File: src/rtl/ltmr_pkg.sv
package ltmr_pkg;
    typedef enum logic [1:0] {
        ST_IDLE = 2'd0,
        ST_RUN  = 2'd1,
        ST_DONE = 2'd2
    } ltmr_state_e;

    localparam logic [1:0] SEL_INIT  = 2'd0;
    localparam logic [1:0] SEL_DIV   = 2'd1;
    localparam logic [1:0] SEL_ENTRY = 2'd2;

    localparam int ENTRY_MASK_BIT = 16;
    localparam int ENTRY_PER_BIT  = 17;

    // Divide code {d3,d1,d0}; shift = code + 1, wrapping in three bits.
    function automatic logic [2:0] div_to_shift(input logic [3:0] d);
        logic [2:0] code;
        code = {d[3], d[1], d[0]};
        return code + 3'd1;
    endfunction
endpackage

File: src/rtl/ltmr_regs.sv
module ltmr_regs
    import ltmr_pkg::*;
#(
    parameter int DATA_W  = 32,
    parameter int CNT_W   = 32,
    parameter int VEC_W   = 8,
    parameter int SHIFT_W = 3
) (
    input  logic               clk,
    input  logic               rst_n,
    input  logic               wr_en,
    input  logic [1:0]         wr_sel,
    input  logic [DATA_W-1:0]  wr_data,
    output logic               load,
    output logic [CNT_W-1:0]   load_val,
    output logic [CNT_W-1:0]   init_q,
    output logic               div_wr,
    output logic [SHIFT_W-1:0] shift_q,
    output logic [VEC_W-1:0]   vector_q,
    output logic               mask_q,
    output logic               periodic_q
);
    assign load     = wr_en && (wr_sel == SEL_INIT);
    assign div_wr   = wr_en && (wr_sel == SEL_DIV);
    assign load_val = wr_data[CNT_W-1:0];

    always_ff @(posedge clk or negedge rst_n) begin
        if (!rst_n) begin
            init_q     <= '0;
            shift_q    <= '0;
            vector_q   <= '0;
            mask_q     <= 1'b1;
            periodic_q <= 1'b0;
        end else if (wr_en) begin
            unique case (wr_sel)
                SEL_INIT:  init_q <= load_val;
                SEL_DIV:   shift_q <= SHIFT_W'(div_to_shift(wr_data[3:0]));
                SEL_ENTRY: begin
                    vector_q   <= wr_data[VEC_W-1:0];
                    mask_q     <= wr_data[ENTRY_MASK_BIT];
                    periodic_q <= wr_data[ENTRY_PER_BIT];
                end
                default: ;
            endcase
        end
    end
endmodule

File: src/rtl/ltmr_prescaler.sv
module ltmr_prescaler #(
    parameter int SHIFT_W = 3
) (
    input  logic               clk,
    input  logic               rst_n,
    input  logic               clear,
    input  logic               run,
    input  logic [SHIFT_W-1:0] shift,
    output logic               tick
);
    localparam int PRE_W = (1 << SHIFT_W) - 1;

    logic [PRE_W-1:0] pre_q;
    logic [PRE_W-1:0] limit;
    logic             at_limit;

    assign limit    = PRE_W'((1 << shift) - 1);
    assign at_limit = (pre_q >= limit);
    assign tick     = run && !clear && at_limit;

    always_ff @(posedge clk or negedge rst_n) begin
        if (!rst_n) begin
            pre_q <= '0;
        end else if (clear || !run) begin
            pre_q <= '0;
        end else if (at_limit) begin
            pre_q <= '0;
        end else begin
            pre_q <= pre_q + 1'b1;
        end
    end

    AST_TICK_RESTARTS: assert property (@(posedge clk) disable iff (!rst_n)
        tick |=> (pre_q == '0)) else $error("prescaler did not restart");
endmodule

File: src/rtl/ltmr_core.sv
module ltmr_core
    import ltmr_pkg::*;
#(
    parameter int CNT_W = 32,
    parameter int VEC_W = 8
) (
    input  logic             clk,
    input  logic             rst_n,
    input  logic             load,
    input  logic [CNT_W-1:0] load_val,
    input  logic [CNT_W-1:0] init_q,
    input  logic             tick,
    input  logic             periodic,
    input  logic             mask,
    input  logic [VEC_W-1:0] vector,
    output logic             running,
    output logic [CNT_W-1:0] cnt_q,
    output logic             irq_pulse,
    output logic [VEC_W-1:0] irq_vector
);
    ltmr_state_e state_q, state_d;
    logic [CNT_W-1:0] cnt_d;
    logic             expire;

    assign running = (state_q == ST_RUN);
    assign expire  = !load && running && tick && (cnt_q == '0);

    always_comb begin
        state_d = state_q;
        cnt_d   = cnt_q;
        if (load) begin
            state_d = (load_val != '0) ? ST_RUN : ST_IDLE;
            cnt_d   = load_val;
        end else begin
            unique case (state_q)
                ST_IDLE: ;
                ST_RUN: begin
                    if (tick) begin
                        if (cnt_q != '0) begin
                            cnt_d = cnt_q - 1'b1;
                        end else if (periodic) begin
                            cnt_d = init_q;
                        end else begin
                            state_d = ST_DONE;
                            cnt_d   = '0;
                        end
                    end
                end
                ST_DONE: ;
                default: state_d = ST_IDLE;
            endcase
        end
    end

    always_ff @(posedge clk or negedge rst_n) begin
        if (!rst_n) begin
            state_q <= ST_IDLE;
            cnt_q   <= '0;
        end else begin
            state_q <= state_d;
            cnt_q   <= cnt_d;
        end
    end

    always_ff @(posedge clk or negedge rst_n) begin
        if (!rst_n) begin
            irq_pulse  <= 1'b0;
            irq_vector <= '0;
        end else begin
            irq_pulse <= expire && !mask;
            if (expire) begin
                irq_vector <= vector;
            end
        end
    end

    AST_PULSE_SINGLE: assert property (@(posedge clk) disable iff (!rst_n)
        irq_pulse |=> !irq_pulse) else $error("pulse longer than a cycle");
    AST_ZERO_STOPS: assert property (@(posedge clk) disable iff (!rst_n)
        (load && load_val == '0) |=> (state_q == ST_IDLE && cnt_q == '0 && !irq_pulse))
        else $error("zero load did not stop");
    AST_DONE_SILENT: assert property (@(posedge clk) disable iff (!rst_n)
        (state_q == ST_DONE && $past(state_q == ST_DONE)) |-> (!irq_pulse && cnt_q == '0))
        else $error("one-shot fired again");
    AST_COUNT_BOUND: assert property (@(posedge clk) disable iff (!rst_n)
        running |-> (cnt_q <= init_q)) else $error("count above initial");
endmodule

File: src/rtl/loc_irq_timer.sv
module loc_irq_timer #(
    parameter int DATA_W  = 32,
    parameter int CNT_W   = 32,
    parameter int VEC_W   = 8,
    parameter int SHIFT_W = 3
) (
    input  logic              clk,
    input  logic              rst_n,
    input  logic              wr_en,
    input  logic [1:0]        wr_sel,
    input  logic [DATA_W-1:0] wr_data,
    output logic [CNT_W-1:0]  cur_count,
    output logic              irq_pulse,
    output logic [VEC_W-1:0]  irq_vector
);
    logic               load, div_wr, mask_q, periodic_q, tick, running;
    logic [CNT_W-1:0]   load_val, init_q;
    logic [SHIFT_W-1:0] shift_q;
    logic [VEC_W-1:0]   vector_q;

    ltmr_regs #(
        .DATA_W(DATA_W), .CNT_W(CNT_W), .VEC_W(VEC_W), .SHIFT_W(SHIFT_W)
    ) u_regs (
        .clk(clk), .rst_n(rst_n), .wr_en(wr_en), .wr_sel(wr_sel),
        .wr_data(wr_data), .load(load), .load_val(load_val),
        .init_q(init_q), .div_wr(div_wr), .shift_q(shift_q),
        .vector_q(vector_q), .mask_q(mask_q), .periodic_q(periodic_q)
    );

    ltmr_prescaler #(.SHIFT_W(SHIFT_W)) u_pre (
        .clk(clk), .rst_n(rst_n), .clear(load || div_wr),
        .run(running), .shift(shift_q), .tick(tick)
    );

    ltmr_core #(.CNT_W(CNT_W), .VEC_W(VEC_W)) u_core (
        .clk(clk), .rst_n(rst_n), .load(load), .load_val(load_val),
        .init_q(init_q), .tick(tick), .periodic(periodic_q),
        .mask(mask_q), .vector(vector_q), .running(running),
        .cnt_q(cur_count), .irq_pulse(irq_pulse), .irq_vector(irq_vector)
    );
endmodule

File: config.mk
export PLATFORM = sky130hd
export DESIGN_NAME = loc_irq_timer
export DESIGN_NICKNAME = d
export VERILOG_FILES = /design/src/rtl/ltmr_pkg.sv /design/src/rtl/ltmr_regs.sv /design/src/rtl/ltmr_prescaler.sv /design/src/rtl/ltmr_core.sv /design/src/rtl/loc_irq_timer.sv
export SDC_FILE = /design/constraint.sdc
export NUM_CORES = 1
export LEC_CHECK = 0
export ABC_AREA = 1
export BUFFER_PORTS_ARGS = -buffer_cell sky130_fd_sc_hd__buf_2
export CELL_PAD_IN_SITES_DETAIL_PLACEMENT = 0
export CELL_PAD_IN_SITES_GLOBAL_PLACEMENT = 1
export CORE_UTILIZATION = 38
export DETAILED_ROUTE_END_ITERATION = 8
export GPL_TIMING_DRIVEN = 0
export PLACE_DENSITY_LB_ADDON = 0.15
export SYNTH_ARGS = -nofsm -noshare
export SYNTH_HDL_FRONTEND = slang
export SYNTH_SLANG_ARGS = --single-unit
export TNS_END_PERCENT = 1
File: constraint.sdc
create_clock -name clk -period 1.8 [get_ports clk]
set_input_delay 0.09 -clock clk [delete_from_list [all_inputs] [get_ports clk]]
set_output_delay 0.09 -clock clk [all_outputs]
set_load 0.01 [all_outputs]
==> metrics, run 1 <==
fill cell count=about 1,500; post-synthesis sequential area ratio=0.419; Synth area leader=dfrtp_1; Avg WL per Cell=between 15 and 20 um; number of synthesized flops with an enable pin=0; Die Ht=between 100 and 150 um; Gate Count Post-Synth=approximately 800; Critical Path AT=approximately 2.3 ns; Leak=3.63 nW; num rows=44; unrepaired setup endpoints after global routing=true; Hold Vio Cnt, Final=0; max_slew headroom=0.621; layout cell share with drive strength beyond 1=0.197; Port Buffer Count=77; Hold Path Class=in -> reg; antenna cells=0; leading post-synthesis cells by cell area=dfrtp_1 41%, nand2_1 17%, nor2_1 9.0%; Max Transition Viols Final=0; syn avg cell area=7.08 um2; final setup vio count=43; post-synth cell types=36; DP Area=6340 um2; most frequent cell after synthesis=nand2_1; H-tree lvl count=3; fin worst setup slack=-0.283 ns; placer congestion estimate=0.853; Tightest Pin Transition=0.563 ns; CP Capture Type=flop; ys flop type=dfrtp_1; syn_nets=851; critical path startpoint category=flop; clock root cell=clkbuf_16; number of antenna-violating nets in the routed design=0; total track usage=0.243; Layout area overhead=22.9%; Ys Warns=0; period utilization=1.16; vias in the first global route=5,221; crit-path max FO=6; PwrDens=1280 nW/um2; total gr overflow=0; Core ar.=~15,000 um2; later-pin clock latency in the skew report=0.36 ns; hold_ws=0.00723 ns; worst path required time=roughly 2.1 ns; Die X=124 um; Nets=between 900 and 1,000; num ports=78; Yosys top cell area share=0.415; Vias=~5,500; CTS clk-pin slew, worst paths=around 0.07 ns; # clock sinks=95; CTS buffer count=9; ys async rst share=1.00; Longest Clk Path Bufs=2; #FFs+latches synth=95; skew final=0.00945 ns; VDD IR max=0.590 mV; design area=roughly 7000 um2; Post-Syn Area=5670 um2; max-cap viol count=0; iteration-0 DRC count of the detailed router=about 280; wirelength, routed=17.7 mm; Peak Freq=0.480 GHz; vias per inst=5.05; top cells by count, synth=261 x nand2_1, 136 x nor2_1, 94 x dfrtp_1; Power Total=8.90 mW; 1st-pass router iterations=5; initial antenna violation count=0; first-pass GRT wire length=27.4 mm; Initial Util=0.390; Crit Path Category=reg -> reg; status=complete, but fails checks; die area=approximately 15,000 um2; TritonCTS clock tree=yes; largest net degree at the start of global routing=61; drc violations=0; failing checks=setup timing; DP HPWL=13.6 mm; min Tclk post-route=~2.1 ns
-- worst max-delay path: stages, from the launching register on --
cell and delay (ns):
dfrtp_2 0.44, nor2_4 0.06, buf_4 0.13, ha_1 0.28, nand2_1 0.06, nor2_1 0.09
nand3_1 0.12, nand3_2 0.11, nand2_4 0.08, nand2_8 0.11, buf_8 0.15, buf_8 0.13
nand3_1 0.08, nor2_1 0.09, nor2_1 0.04
-- cell usage in the layout, fill, tap and decap left out, drive strengths merged --
cell type	synthesis	routed
a21oi	5	5
buf	16	99
bufinv	0	2
clkbuf	6	16
clkinv	1	2
clkinvlp	0	1
dfrtp	94	94
dfstp	1	1
dlygate4sd3	0	6
ha	12	12
inv	84	86
mux2	7	7
nand2	269	269
nand3	63	63
nand3b	3	3
nand4	13	13
nor2	146	146
nor3	6	6
nor3b	2	2
nor4	8	8
o21ai	53	53
xnor2	2	2
xor2	11	11
-- state kept, by name (all words and copies together), names as in the netlist --
register and count:
u_core.cnt_q 32, u_core.irq_pulse 1, u_core.irq_vector 8, u_core.state_q 2, u_pre.pre_q 7, u_regs.init_q 32, u_regs.mask_q 1, u_regs.periodic_q 1
u_regs.shift_q 3, u_regs.vector_q 8
-- cells by family (layout without fill, tap and decap cells) --
logic type	count (synthesis)	in the layout	synth area share
compound gates	58	58	0.0518
xor+xnor	13	13	0.0201
fa+ha+maj	12	12	0.0265
buf+inv	107	212	0.0842
flops	95	95	0.419
mux	7	7	0.0139
simple gates	510	510	0.384
-- what timing repair did --
action                                  4_1_cts  5_1_grt
gates resized for setup                      36       17
hold buffers                                  6        0
pin swaps                                    11        4
cloned                                        2        0
endpoints found under the hold margin        40        0
endpoints found under the setup margin       43       51
setup buffers                                 3        0
-- layer usage --
layer  GRT usage  vias up  share of wire
li1            -     2725              -
met4      0.0722        0          0.014
met5           0        -              0
met1       0.331     2640           0.47
met3      0.0293       16          0.036
met2       0.404      124           0.48
-- per-stage QoR --
step	std cells	TNS, ns	util	worst slack [ns]
floorplan	802	-0.910	-	-0.0670
global placement	1063	-51.35	0.434	-0.467
detailed placement	1064	-14.91	0.436	-0.459
CTS	1091	-10.37	0.477	-0.305
global route	1091	-15.02	0.480	-0.388
finish	1091	-9.93	0.480	-0.283
-- layout make-up --
| cell class | instances | area, um2 | area share |
|---|---|---|---|
| multi-input combinational | 600 | 2960 | 0.425 |
| inverter | 85 | 337 | 0.0483 |
| clock buffer | 10 | 229 | 0.0328 |
| timing repair buffer | 89 | 566 | 0.0811 |
| clock inverter | 6 | 92.6 | 0.0133 |
| tap | 184 | 230 | 0.0330 |
| sequential | 95 | 2380 | 0.341 |
| buffer | 22 | 178 | 0.0255 |
-- final timing paths --
| kind | slack, ns | depth (start not counted) | end | from |
|---|---|---|---|---|
| setup / recovery | -0.28 | 14 | u_core.cnt_q[25]$_DFFE_PN0P_ | u_regs.shift_q[2]$_DFFE_PN0P_ |
| hold / removal | 0.007 | 3 | u_regs.init_q[0]$_DFFE_PN0P_ | wr_data[0] |
| setup reg to reg | -0.28 | 14 | u_core.cnt_q[25]$_DFFE_PN0P_ | u_regs.shift_q[2]$_DFFE_PN0P_ |
| hold reg to reg | 0.47 | 2 | u_core.irq_vector[2]$_DFFE_PN0P_ | u_core.irq_vector[2]$_DFFE_PN0P_ |
| max in group asynchronous | 0.87 | 3 | u_regs.mask_q$_DFFE_PN1P_ | rst_n |
| min in group asynchronous | 0.25 | 2 | u_regs.init_q[23]$_DFFE_PN0P_ | rst_n |
-- report_power, final --
part           total, mW  switching, mW  internal (mW)
combinational       3.47           2.16           1.31
clock               2.12          0.885           1.23
sequential          3.32          0.674           2.64
total               8.90           3.72           5.19
(Power assumes the default switching activity.)
==> inputs of run 2 (changes only) <==
CELL_PAD_IN_SITES_GLOBAL_PLACEMENT = 2   (was 1)
CORE_UTILIZATION = 29   (was 38)
==> run 2 against run 1 <==
Effect of this change:
- the run still ends with setup timing left
- sequential share of layout area shrank 0.86 points
- global-route usage fell by 4.0 points
- clock power down 5%
- core utilization shrank 10 points
- setup slack worse by 0.054 ns
- via count shrank 0.45%
- sequential cell count is the same
- critical path depth decreased by 2
- final area is 2.7% higher
- critical endpoint is now u_core.cnt_q[12]$_DFFE_PN0P_
==> metrics, run 2 (synthesis gave the netlist of run 1 again) <==
final setup vio count=50 (was 43); number of antenna-violating nets in the routed design=0 (unchanged); period utilization=1.19 (was 1.16); PwrDens=1250 nW/um2 (was 1280 nW/um2); largest net degree at the start of global routing=60 (was 61); skew final=0.00843 ns (was 0.00945 ns); most common cell after layout, fill and taps aside=nand2_1 (unchanged); failing checks=setup timing (unchanged); design area=7160 um2 (was 6970 um2); H-tree lvl count=3 (unchanged); commonest non-fill, non-tap cells in the layout=258 x nand2_1, 122 x nor2_1, 89 x dfrtp_1, 82 x buf_2, 81 x inv_1 (was 257 x nand2_1, 129 x nor2_1, 92 x dfrtp_1, 82 x buf_2, 81 x inv_1); CP Capture Type=flop (unchanged); worst r2r src=u_regs.shift_q[1]$_DFFE_PN0P_ (was u_regs.shift_q[2]$_DFFE_PN0P_); Longest Clk Path Bufs=2 (unchanged); FF+latch area=2380 um2 (about the same); layout cell share with drive strength beyond 1=0.219 (was 0.197); Crit Path Category=reg -> reg (unchanged); unrepaired setup endpoints after global routing=true (unchanged); worst path required time=2.04 ns (was 2.05 ns); total gr overflow=0 (unchanged); fill cell count=2,079 (was 1,487); antenna cells=0 (unchanged); Multi-input gate area=3020 um2 (was 2960 um2); Regs by FF count=u_core.cnt_q x32, u_regs.init_q x32 (unchanged); Hold Vio Cnt, Final=0 (unchanged); Hold Crit Depth=3 (unchanged); clock root cell=clkbuf_16 (unchanged); Port Buffer Count=77 (unchanged); iteration-0 DRC count of the detailed router=373 (was 278); Worst Hold End=u_regs.init_q[14]$_DFFE_PN0P_ (was u_regs.init_q[0]$_DFFE_PN0P_); die area=20,100 um2 (was 15,400 um2); # clock sinks=95 (unchanged); Core ar.=19,000 um2 (was 14,500 um2); setup_tns=-11.50 ns (was -9.93 ns); fin cells=1,174 (was 1,091); Vias=5,480 (was 5,505); post-placement setup slack=-0.536 ns (was -0.459 ns); Worst R2R Setup Slack=-0.34 ns (was -0.28 ns); max-cap viol count=0 (unchanged); worst flop-to-flop path endpoint=u_core.cnt_q[12]$_DFFE_PN0P_ (was u_core.cnt_q[25]$_DFFE_PN0P_); Hold Path Class=in -> reg (unchanged); critical path startpoint category=flop (unchanged); first-pass GRT wire length=30.7 mm (was 27.4 mm); DP Area=6430 um2 (was 6340 um2); later-pin clock latency in the skew report=0.35 ns (was 0.36 ns); status=complete, but fails checks (unchanged); total track usage=0.204 (was 0.243); DP HPWL=14.7 mm (was 13.6 mm); wirelength, routed=19.4 mm (was 17.7 mm); placer congestion estimate=0.807 (was 0.853); num rows=50 (was 44); Avg WL per Cell=16.5 um (was 16.2 um); CTS buffer count=9 (unchanged); Nets=958 (was 951); Power Total=8.93 mW (was 8.90 mW); 1st-pass router iterations=5 (unchanged); Leak=3.65 nW (was 3.63 nW); worst reg2reg path depth=12 (was 14); TritonCTS clock tree=yes (unchanged); CTS clk-pin slew, worst paths=0.07 ns (about the same); num ports=78 (unchanged); Layout area overhead=26.3% (was 22.9%); drc violations=0 (unchanged); vias per inst=4.67 (was 5.05); VDD IR max=0.476 mV (was 0.590 mV); min Tclk post-route=2.14 ns (was 2.08 ns); Max Transition Viols Final=0 (unchanged); initial antenna violation count=1 (was 0); Die X=142 um (was 124 um); Tightest Pin Transition=0.709 ns (was 0.563 ns); vias in the first global route=5,453 (was 5,221); fin worst setup slack=-0.338 ns (was -0.283 ns); crit-path max FO=10 (was 6); Critical Path AT=2.38 ns (was 2.33 ns); Die Ht=142 um (was 124 um); cell count after placement=1,140 (was 1,064); max_slew headroom=0.523 (was 0.621); Initial Util=0.299 (was 0.390); CP startpoint=u_regs.shift_q[1]$_DFFE_PN0P_ (was u_regs.shift_q[2]$_DFFE_PN0P_); Peak Freq=0.468 GHz (was 0.480 GHz); Hold Startpoint=wr_data[14] (was wr_data[0])
==> run 2: changes by cell type in the layout (fill, tap and decap cells not counted), sizes merged <==
cell         change
buf              +4
clkinv           +2
dlygate4sd3      +2
bufinv           -1
clkbuf           +1
inv              -1
==> run 2: what timing repair did <==
| item | in CTS | in global routing |
|---|---|---|
| resized for setup | 43 | 21 |
| endpoints found under the setup margin | 43 | 50 |
| pin swaps | 13 | 14 |
| gates cloned | 2 | 0 |
| endpoints found under the hold margin | 43 | 0 |
| hold buffers | 8 | 0 |
| setup buffers | 3 | 5 |
==> run 2: power by group <==
group	total (mW)	leakage (nW)	internal, mW	switching (mW)
logic	3.57	2.33	1.33	2.23
clock network	2.01	0.143	1.09	0.922
registers	3.36	1.18	2.65	0.711
total	8.93	3.65	5.07	3.87
==> run 2: how the worst max path moves through the flow <==
stage | endpoint | slack, ns | depth (start not counted)
4_1_cts | u_core.cnt_q[28]$_DFFE_PN0P_ | -0.34 | 14
3_5_place_dp | u_core.cnt_q[28]$_DFFE_PN0P_ | -0.54 | 14
6_report | u_core.cnt_q[12]$_DFFE_PN0P_ | -0.34 | 12
5_1_grt | u_core.cnt_q[25]$_DFFE_PN0P_ | -0.44 | 14
2_1_floorplan | u_core.cnt_q[25]$_DFFE_PN0P_ | -0.07 | 14
3_3_place_gp | u_regs.init_q[23]$_DFFE_PN0P_ | -0.54 | 1
==> run 2: per-stage QoR <==
stage	util	hold WS [ns]
floorplan	-	-0.206
global placement	0.338	0.345
detailed placement	0.339	0.133
CTS	0.371	0.00133
global route	0.378	0.0287
finish	0.378	0.0110
==> run 2: layout make-up <==
cell class              instances  share of cell area
multi-input cells             600               0.422
flip-flops and latches         95               0.333
repair buffers                 96              0.0870
inverters                      85              0.0466
well taps                     260              0.0454
clock buffers                  10              0.0320
plain buffers                  22              0.0244
clock inverters                 6             0.00961
==> run 2: worst max-delay path, cell delays in order (launching register included) <==
cell and delay (ns):
dfrtp_2 0.47, a21oi_2 0.16, ha_1 0.27, a21oi_1 0.15, nand2_1 0.10, nand2_2 0.08
nand3_2 0.09, nand2_4 0.12, nand2_8 0.07, buf_12 0.16, clkbuf_4 0.18, nand2_1 0.11
nand2_1 0.05
==> run 2: metal layers <==
layer | wire length (um) | GRT usage | up-vias
li1 | - | - | 2736
met1 | 9920 | 0.297 | 2631
met2 | 8610 | 0.315 | 95
met3 | 630 | 0.0297 | 16
met4 | 209 | 0.0475 | 2
met5 | 13 | 0 | -
